$ cat src/rtl/irq_unit_pkg.sv
package irq_unit_pkg;

    // Byte offsets decoded by the unit
    localparam int OFS_STATUS = 'h000;
    localparam int OFS_MASK   = 'h004;
    localparam int OFS_CTRL   = 'h144;

    // Control word bit positions (bit 2 takes precedence over bit 1)
    localparam int CTRL_CLR_BIT  = 1;
    localparam int CTRL_IDLE_BIT = 2;

    // Codes loaded by completion events
    localparam int RX_CODE = 'h02;
    localparam int TX_CODE = 'h10;

    typedef enum logic [2:0] {
        SRC_HOLD,
        SRC_RX,
        SRC_TX,
        SRC_FLUSH,
        SRC_W1C
    } st_src_e;

    // Priority: receive event, transmit event, control clear, status write
    function automatic st_src_e pick_src(input logic rx, input logic tx,
                                         input logic flush, input logic w1c);
        if (rx)         return SRC_RX;
        else if (tx)    return SRC_TX;
        else if (flush) return SRC_FLUSH;
        else if (w1c)   return SRC_W1C;
        else            return SRC_HOLD;
    endfunction

endpackage

$ cat src/rtl/irq_status_reg.sv
module irq_status_reg
    import irq_unit_pkg::*;
#(
    parameter int DATA_W = 32,
    parameter int ADDR_W = 12
) (
    input  logic              clk,
    input  logic              rst,
    input  logic              rx_ev,
    input  logic              tx_ev,
    input  logic              wr_en,
    input  logic [ADDR_W-1:0] wr_addr,
    input  logic [DATA_W-1:0] wr_data,
    output logic [DATA_W-1:0] status_q
);
    localparam logic [ADDR_W-1:0] A_STATUS = ADDR_W'(OFS_STATUS);
    localparam logic [ADDR_W-1:0] A_CTRL   = ADDR_W'(OFS_CTRL);
    localparam logic [DATA_W-1:0] V_RX     = DATA_W'(RX_CODE);
    localparam logic [DATA_W-1:0] V_TX     = DATA_W'(TX_CODE);

    logic              hit_st;
    logic              hit_ctrl;
    logic              flush;
    st_src_e           src;
    logic [DATA_W-1:0] status_d;

    assign hit_st   = wr_en && (wr_addr == A_STATUS);
    assign hit_ctrl = wr_en && (wr_addr == A_CTRL);
    assign flush    = hit_ctrl && wr_data[CTRL_CLR_BIT] && !wr_data[CTRL_IDLE_BIT];
    assign src      = pick_src(rx_ev, tx_ev, flush, hit_st);

    always_comb begin
        case (src)
            SRC_RX:    status_d = V_RX;
            SRC_TX:    status_d = V_TX;
            SRC_FLUSH: status_d = '0;
            SRC_W1C:   status_d = status_q & ~wr_data;
            default:   status_d = status_q;
        endcase
    end

    always_ff @(posedge clk) begin
        if (rst) status_q <= '0;
        else     status_q <= status_d;
    end

    AST_RX_LOAD: assert property (@(posedge clk) disable iff (rst)
        rx_ev |=> status_q == V_RX);
    AST_TX_LOAD: assert property (@(posedge clk) disable iff (rst)
        (tx_ev && !rx_ev) |=> status_q == V_TX);
    AST_W1C_CLEAR: assert property (@(posedge clk) disable iff (rst)
        (hit_st && !rx_ev && !tx_ev) |=> status_q == ($past(status_q) & ~$past(wr_data)));
    AST_CTRL_FLUSH: assert property (@(posedge clk) disable iff (rst)
        (hit_ctrl && wr_data[CTRL_CLR_BIT] && !wr_data[CTRL_IDLE_BIT] && !rx_ev && !tx_ev)
        |=> status_q == '0);
    AST_CTRL_IDLE_KEEP: assert property (@(posedge clk) disable iff (rst)
        (hit_ctrl && wr_data[CTRL_IDLE_BIT] && !rx_ev && !tx_ev) |=> $stable(status_q));

endmodule

$ cat src/rtl/irq_mask_reg.sv
module irq_mask_reg
    import irq_unit_pkg::*;
#(
    parameter int DATA_W = 32,
    parameter int ADDR_W = 12
) (
    input  logic              clk,
    input  logic              rst,
    input  logic              wr_en,
    input  logic [ADDR_W-1:0] wr_addr,
    input  logic [DATA_W-1:0] wr_data,
    output logic [DATA_W-1:0] mask_q
);
    localparam logic [ADDR_W-1:0] A_MASK = ADDR_W'(OFS_MASK);

    logic hit;
    assign hit = wr_en && (wr_addr == A_MASK);

    always_ff @(posedge clk) begin
        if (rst)      mask_q <= '0;
        else if (hit) mask_q <= wr_data;
    end

    AST_MASK_STORE: assert property (@(posedge clk) disable iff (rst)
        hit |=> mask_q == $past(wr_data));
    AST_MASK_KEEP: assert property (@(posedge clk) disable iff (rst)
        !hit |=> $stable(mask_q));

endmodule

$ cat src/rtl/irq_line_drv.sv
module irq_line_drv #(
    parameter int DATA_W = 32
) (
    input  logic [DATA_W-1:0] mask_q,
    input  logic [DATA_W-1:0] status_q,
    output logic              line_o
);
    logic any_mask;
    logic any_status;

    assign any_mask   = |mask_q;
    assign any_status = |status_q;
    assign line_o     = any_mask && any_status;

endmodule

$ cat src/rtl/irq_status_unit.sv
module irq_status_unit
    import irq_unit_pkg::*;
#(
    parameter int DATA_W = 32,
    parameter int ADDR_W = 12
) (
    input  logic              clk,
    input  logic              rst,
    input  logic              bus_wr,
    input  logic [ADDR_W-1:0] bus_addr,
    input  logic [DATA_W-1:0] bus_wdata,
    output logic [DATA_W-1:0] bus_rdata,
    input  logic              rx_done,
    input  logic              tx_done,
    output logic              irq_o
);
    localparam logic [ADDR_W-1:0] A_STATUS = ADDR_W'(OFS_STATUS);
    localparam logic [ADDR_W-1:0] A_MASK   = ADDR_W'(OFS_MASK);

    logic [DATA_W-1:0] status_q;
    logic [DATA_W-1:0] mask_q;

    irq_status_reg #(.DATA_W(DATA_W), .ADDR_W(ADDR_W)) u_status (
        .clk      (clk),
        .rst      (rst),
        .rx_ev    (rx_done),
        .tx_ev    (tx_done),
        .wr_en    (bus_wr),
        .wr_addr  (bus_addr),
        .wr_data  (bus_wdata),
        .status_q (status_q)
    );

    irq_mask_reg #(.DATA_W(DATA_W), .ADDR_W(ADDR_W)) u_mask (
        .clk     (clk),
        .rst     (rst),
        .wr_en   (bus_wr),
        .wr_addr (bus_addr),
        .wr_data (bus_wdata),
        .mask_q  (mask_q)
    );

    irq_line_drv #(.DATA_W(DATA_W)) u_line (
        .mask_q   (mask_q),
        .status_q (status_q),
        .line_o   (irq_o)
    );

    always_comb begin
        if (bus_addr == A_STATUS)    bus_rdata = status_q;
        else if (bus_addr == A_MASK) bus_rdata = mask_q;
        else                         bus_rdata = '0;
    end

    AST_RX_RAISES_LINE: assert property (@(posedge clk) disable iff (rst)
        (rx_done && (mask_q != '0) && !(bus_wr && bus_addr == A_MASK)) |=> irq_o);
    AST_NO_MASK_NO_LINE: assert property (@(posedge clk) disable iff (rst)
        (mask_q == '0) |-> !irq_o);

endmodule

$ cat config.mk
export PLATFORM = sky130hd
export DESIGN_NAME = irq_status_unit
export DESIGN_NICKNAME = d
export VERILOG_FILES = /design/src/rtl/irq_unit_pkg.sv /design/src/rtl/irq_status_reg.sv /design/src/rtl/irq_mask_reg.sv /design/src/rtl/irq_line_drv.sv /design/src/rtl/irq_status_unit.sv
export SDC_FILE = /design/constraint.sdc
export NUM_CORES = 1
export LEC_CHECK = 0
export BUFFER_PORTS_ARGS = -buffer_cell sky130_fd_sc_hd__buf_2
export CORE_MARGIN = 2
export CORE_UTILIZATION = 30
export DETAILED_ROUTE_END_ITERATION = 8
export HOLD_SLACK_MARGIN = 0.1
export PLACE_DENSITY = 0.61
export SLEW_MARGIN = 20
export SYNTH_ARGS = -nofsm -noshare
export SYNTH_HDL_FRONTEND = slang
export SYNTH_SLANG_ARGS = --single-unit
$ cat constraint.sdc
create_clock -name clk -period 1.5 [get_ports clk]
set_input_delay 0.075 -clock clk [delete_from_list [all_inputs] [get_ports clk]]
set_output_delay 0.075 -clock clk [all_outputs]
set_load 0.01 [all_outputs]
Word-level counts from Yosys, hierarchy flattened --
Cells that the tools add are included.
Word-level totals: bits of input ports 49, output and inout port bits 33, register bits 64, logic and storage cells 28
Cells by class: muxes and demuxes 7, bitwise gates (word level) 2, equal/unequal tests 6, reduce and logical (&&, ||, !) cells 11
Operator list (number):
- case mux 32 bit (4 select lines) | 1
- 2-to-1 mux 32 bit | 2
- OR reduction 32 bit | 2
- AND 32 bit | 1
- NOT 32 bit | 1
- equality test 12 x 3 -> 1 bit, second input constant | 1
- equality test 12 x 9 -> 1 bit, second input constant | 1
- zero test 12 bit | 1
- 2-to-1 mux 3 bit | 4
- equality test 3 x 2 -> 1 bit, second input constant | 2
- logical AND 1 bit | 6
- nonzero test 4 bit | 1
- equality test 3 x 1 -> 1 bit, second input constant | 1
- equality test 3 bit, second input constant | 1
- zero test 1 bit | 1

Logic depth before layout (Yosys ltp) --
depth after elaboration 9, depth in mapped cells 6, depth with buffers taken out 4

Cells and area by module --
A second synthesis with hierarchy kept.
Second synthesis, totals: cell total of the unflattened synthesis 405, area total of the unflattened synthesis 4204.0 sq um
Modules (own cells, without submodules):
- irq_status_reg | instances 1, cells an instance 157, area an instance 1727.9 sq um
- irq_mask_reg | instances 1, cells an instance 144, area an instance 1500.2 sq um
- irq_status_unit | instances 1, cells an instance 83, area an instance 835.8 sq um
- irq_line_drv | instances 1, cells an instance 21, area an instance 140.1 sq um

Worst setup path before layout --
Ideal clock, no wire load.
path kind in2reg, from in bus_addr[7], to reg u_status.status_q[0], setup slack 252 ps, stages on the path 5, data required time 1383 ps, buffers on the path 1, arrival 1130 ps, library setup time 117 ps, cell sequence nor4b_2 nand3_1 a21o_4 buf_6 a32o_1
On the way: cells in the longest elaborated chain, start to end 9
RTL lines:
- from (decl) | line irq_status_unit.sv:10 | input logic [ADDR_W-1:0] bus_addr,
- equality test 12 x 9 -> 1 bit | line irq_status_reg.sv:28 | assign hit_ctrl = wr_en && (wr_addr == A_CTRL);
- logical AND 1 bit | line irq_status_reg.sv:28
- logical AND 1 bit (2 in series) | line irq_status_reg.sv:29 | assign flush = hit_ctrl && wr_data[CTRL_CLR_BIT] && !wr_data[CTRL_IDLE_BIT];
- 2-to-1 mux 3 bit * | line irq_unit_pkg.sv:29 | else if (flush) return SRC_FLUSH;
- 2-to-1 mux 3 bit * | line irq_unit_pkg.sv:28 | else if (tx) return SRC_TX;
- 2-to-1 mux 3 bit * | line irq_unit_pkg.sv:27 | if (rx) return SRC_RX;
- equality test 3 bit, or another cell as far along | line irq_status_reg.sv:33 | case (src)
- case mux 32 bit (4 select lines) / nonzero test 4 bit (equally long branches)
- to (signal assigned) | line irq_status_reg.sv:44 | else status_q <= status_d;
- to (decl) | line irq_status_reg.sv:14 | output logic [DATA_W-1:0] status_q
Mark *: on every way between the ends. The rest lies on a longest branch, timed or not. A chain may end at the register's enable or synchronous reset.

Final worst setup path --
from reg u_mask.mask_q[18], to out irq_o
On the way: cells in the longest elaborated chain, start to end 2
RTL lines:
- from (decl) | line irq_mask_reg.sv:12 | output logic [DATA_W-1:0] mask_q
- from (signal assigned) | line irq_mask_reg.sv:21 | else if (hit) mask_q <= wr_data;
- OR reduction 32 bit | line irq_line_drv.sv:11 | assign any_mask = |mask_q;
- logical AND 1 bit | line irq_line_drv.sv:13 | assign line_o = any_mask && any_status;
- to (decl) | line irq_status_unit.sv:15 | output logic irq_o
Every way passes these cells.

==> reports/qor.yml <==
grt_pass1_wl_microns: 14850
ys_seq_area_frac: 0.4382
hold_violations: 0
setup_viol: 1
yosys.area_share.adder: 0
synth_area_per_cell_sq_um: 8.969
failed_checks: "setup timing"
worst_slew_pin_slew_ns: 0.4103
cpMaxStageDelayCell: "dfxtp_2"
ys_warn_count: 0
start_util: 0.3048
clock_sinks: 64
vias: 3057
top_layer_used: "met4"
syn-num-nets: 375
ys_top_cells_by_count: "dfxtp_1 (64), nand2_1 (64), a21oi_1 (33)"
die-area_sq_um: 10550
path_class: "flip-flop to output pin"
drc_errors: 0
path_clk_slew_ns: 0.07
synth_flop_cell: "dfxtp_1"
grt_pass1_vias: 2903
synth_top_family_by_area: "compound AO/OA/AOI/OAI gates"
gr-total-overflow: 0
path_max_fanout: 3
fill_cells: 954
diodes: 0
async_flop_share: 0
drt-total-wl_microns: 10210
crit_chain: "nor4_4 > nand4_1 > o22a_1 > buf_2"
firstDrtPassIters: 4
setup_tns_ns: -0.1278
layout_setup_ws_ns: -0.1278
crit_arrival_ns: 1.55
yosys-top-cells-area: "dfxtp_1 (44%), a32o_1 (10%), a22o_1 (9.6%)"
powerDensity_nw_per_um2: 767.7
die_h_microns: 102.7
die_x_microns: 102.7
cp-start-kind: "flip-flop"
synth_edf_count: 0
critPathLaunch: "u_mask.mask_q[18]"
synth_xor_area_frac: 0
finalWeightedCongestion: 0.8410
yosysTopAreaCell: "dfxtp_1"
place_ws_ns: -0.01035
rr_worst_depth: 2
drt_iter0_drc: 234
ios: 82
synth.top_cell.area_share: 0.4382
final_nets: 495
wl_met1_microns: 4372
wl_met3_microns: 603
grt_usage: 0.1866
rows: 36
synthSimpleGateAreaFrac: 0.2383
portBuffers: 81
area_growth_pct: 48.27
clock_path_buffers: 2
cpLargestDelayFamily: "simple AND/OR/NAND/NOR gates"
root_buffer: "clkbuf_8"
fin_crit_sh: 1.085
synthMuxAreaShare: 0
ys_ff_latch: 64
max-vdd-ir-drop_v: 0.0003464
ant_nets: 0
cts_tree: "done"
skew_ns: 0
fin_hold_ws_ns: 0.2023
relSlewSlack: 0.7265
synthDistinctLibCells: 25
critPathBufInv: 1
cp-end-kind: "output pin"
layout-drive-gt1-share: 0.3437
cts_buffers: 9
synth_compound_area_frac: 0.2691
critical-path-max-stage-delay_ns: 0.34
finalCriticalPeriod_ns: 1.628
crit_cells: 4
cap_violations: 0
synthesis.area_sq_um: 2924
hold_class: "primary input to flip-flop"
clock_latency_ns: 0.34
core_area_sq_um: 9594
r2r_setup_slack_ns: 0.68
r2r-end: "u_status.status_q[14]"
max_freq_mhz: 614.3
status: "complete, but fails checks"
p_total_mw: 3.328
dr_wl_met2_microns: 4939
worstSetupEndpoint: "irq_o"
grt_max_degree: 35
antenna_found_initial: 0
required_ns: 1.42
netlist_instances: 326
viasPerCell: 5.235
r2r-start: "u_status.status_q[14]"
p_leak_nw: 1.715
wire_per_inst_microns: 17.49
grt_setup_unrepaired: "true"
slew_violations: 0
dp_hpwl_microns: 6142
cts.htree.levels: 3
## report_power, final
part / switching (mW) / internal, mW / total, mW / leakage (nW)
registers: 0.00345 / 1.70 / 1.70 / 0.521
clock network: 0.657 / 0.734 / 1.39 / 0.0927
logic: 0.104 / 0.129 / 0.232 / 1.10
total: 0.764 / 2.56 / 3.33 / 1.71
## timing repair
action	CTS	global route
resized for setup	30	14
hold buffers	34	0
endpoints found under the hold margin	53	0
cloned	1	3
setup buffers	2	4
setup endpoints to repair	4	65
pin swaps	14	13
## placed cells by master, fill, tap and decap left out, types with 2 or more instances in the layout
cell / synthesis / layout
a21o_4: 1 / 2
a21oi_1: 33 / 33
a22o_1: 32 / 32
a32o_1: 30 / 30
buf_12: 0 / 4
buf_2: 7 / 80
buf_4: 6 / 12
buf_6: 3 / 2
clkbuf_1: 11 / 2
clkbuf_8: 0 / 12
dfxtp_1: 64 / 53
dfxtp_2: 0 / 11
dlygate4sd3_1: 0 / 33
nand2_1: 64 / 64
nand3_2: 0 / 2
nand4_1: 6 / 6
nor2_1: 6 / 4
nor2b_1: 32 / 30
nor3_1: 3 / 2
nor4_2: 0 / 10
nor4_4: 1 / 6
o31a_1: 2 / 2
## cell families (layout without fill, tap and decap cells)
logic type,Yosys count,after routing
AOI/OAI and AO/OA,99,101
buffers and inverters,28,151
and+or+nand+nor,135,135
DFF,64,64
## worst min-delay path, delay by kind of cell
| family | cells | cell delay, ns |
|---|---|---|
| compound gates | 1 | 0.06 |
| buf+inv | 1 | 0.28 |
| simple gates | 1 | 0.08 |
## layout make-up
cell class	instances	area, sq um	share of cell area
clock buffers	14	172.7	0.03983
clock inverters	2	12.51	0.002886
inverters	1	3.754	0.0008658
multi-input cells	236	1697	0.3913
flip-flops and latches	64	1295	0.2987
well taps	133	166.4	0.03838
repair buffers	134	988.4	0.2280
## metal layers
metal / track usage / up-vias
li1: - / 1464
met1: 0.2305 / 1468
met2: 0.3152 / 103
met3: 0.03797 / 22
met4: 0.08103 / 0
met5: 0 / -
## state kept, by name, summed over array words and instances, names as in the netlist
name / cells
u_mask.mask_q: 32
u_status.status_q: 32
## worst min path at each step
stage	start	to	slack (ns)	cells past startpoint
2_1_floorplan	rx_done	u_status.status_q[1]	0.21	1
3_3_place_gp	bus_wdata[10]	u_mask.mask_q[10]	0.34	3
3_5_place_dp	bus_wdata[10]	u_mask.mask_q[10]	0.34	3
4_1_cts	rst	u_mask.mask_q[21]	0.30	3
5_1_grt	bus_wdata[2]	u_mask.mask_q[2]	0.22	3
6_report	bus_wdata[2]	u_mask.mask_q[2]	0.20	3
## stage by stage
stage            util  cells  instance area (sq um)
2_1_floorplan       -    326                   2924
3_5_place_dp   0.3632    525                   3485
3_3_place_gp   0.3632    525                   3485
4_1_cts        0.4378    578                   4200
6_report       0.4519    584                   4335
5_1_grt        0.4519    584                   4335
Note: power is estimated with default switching activity, not from simulation.
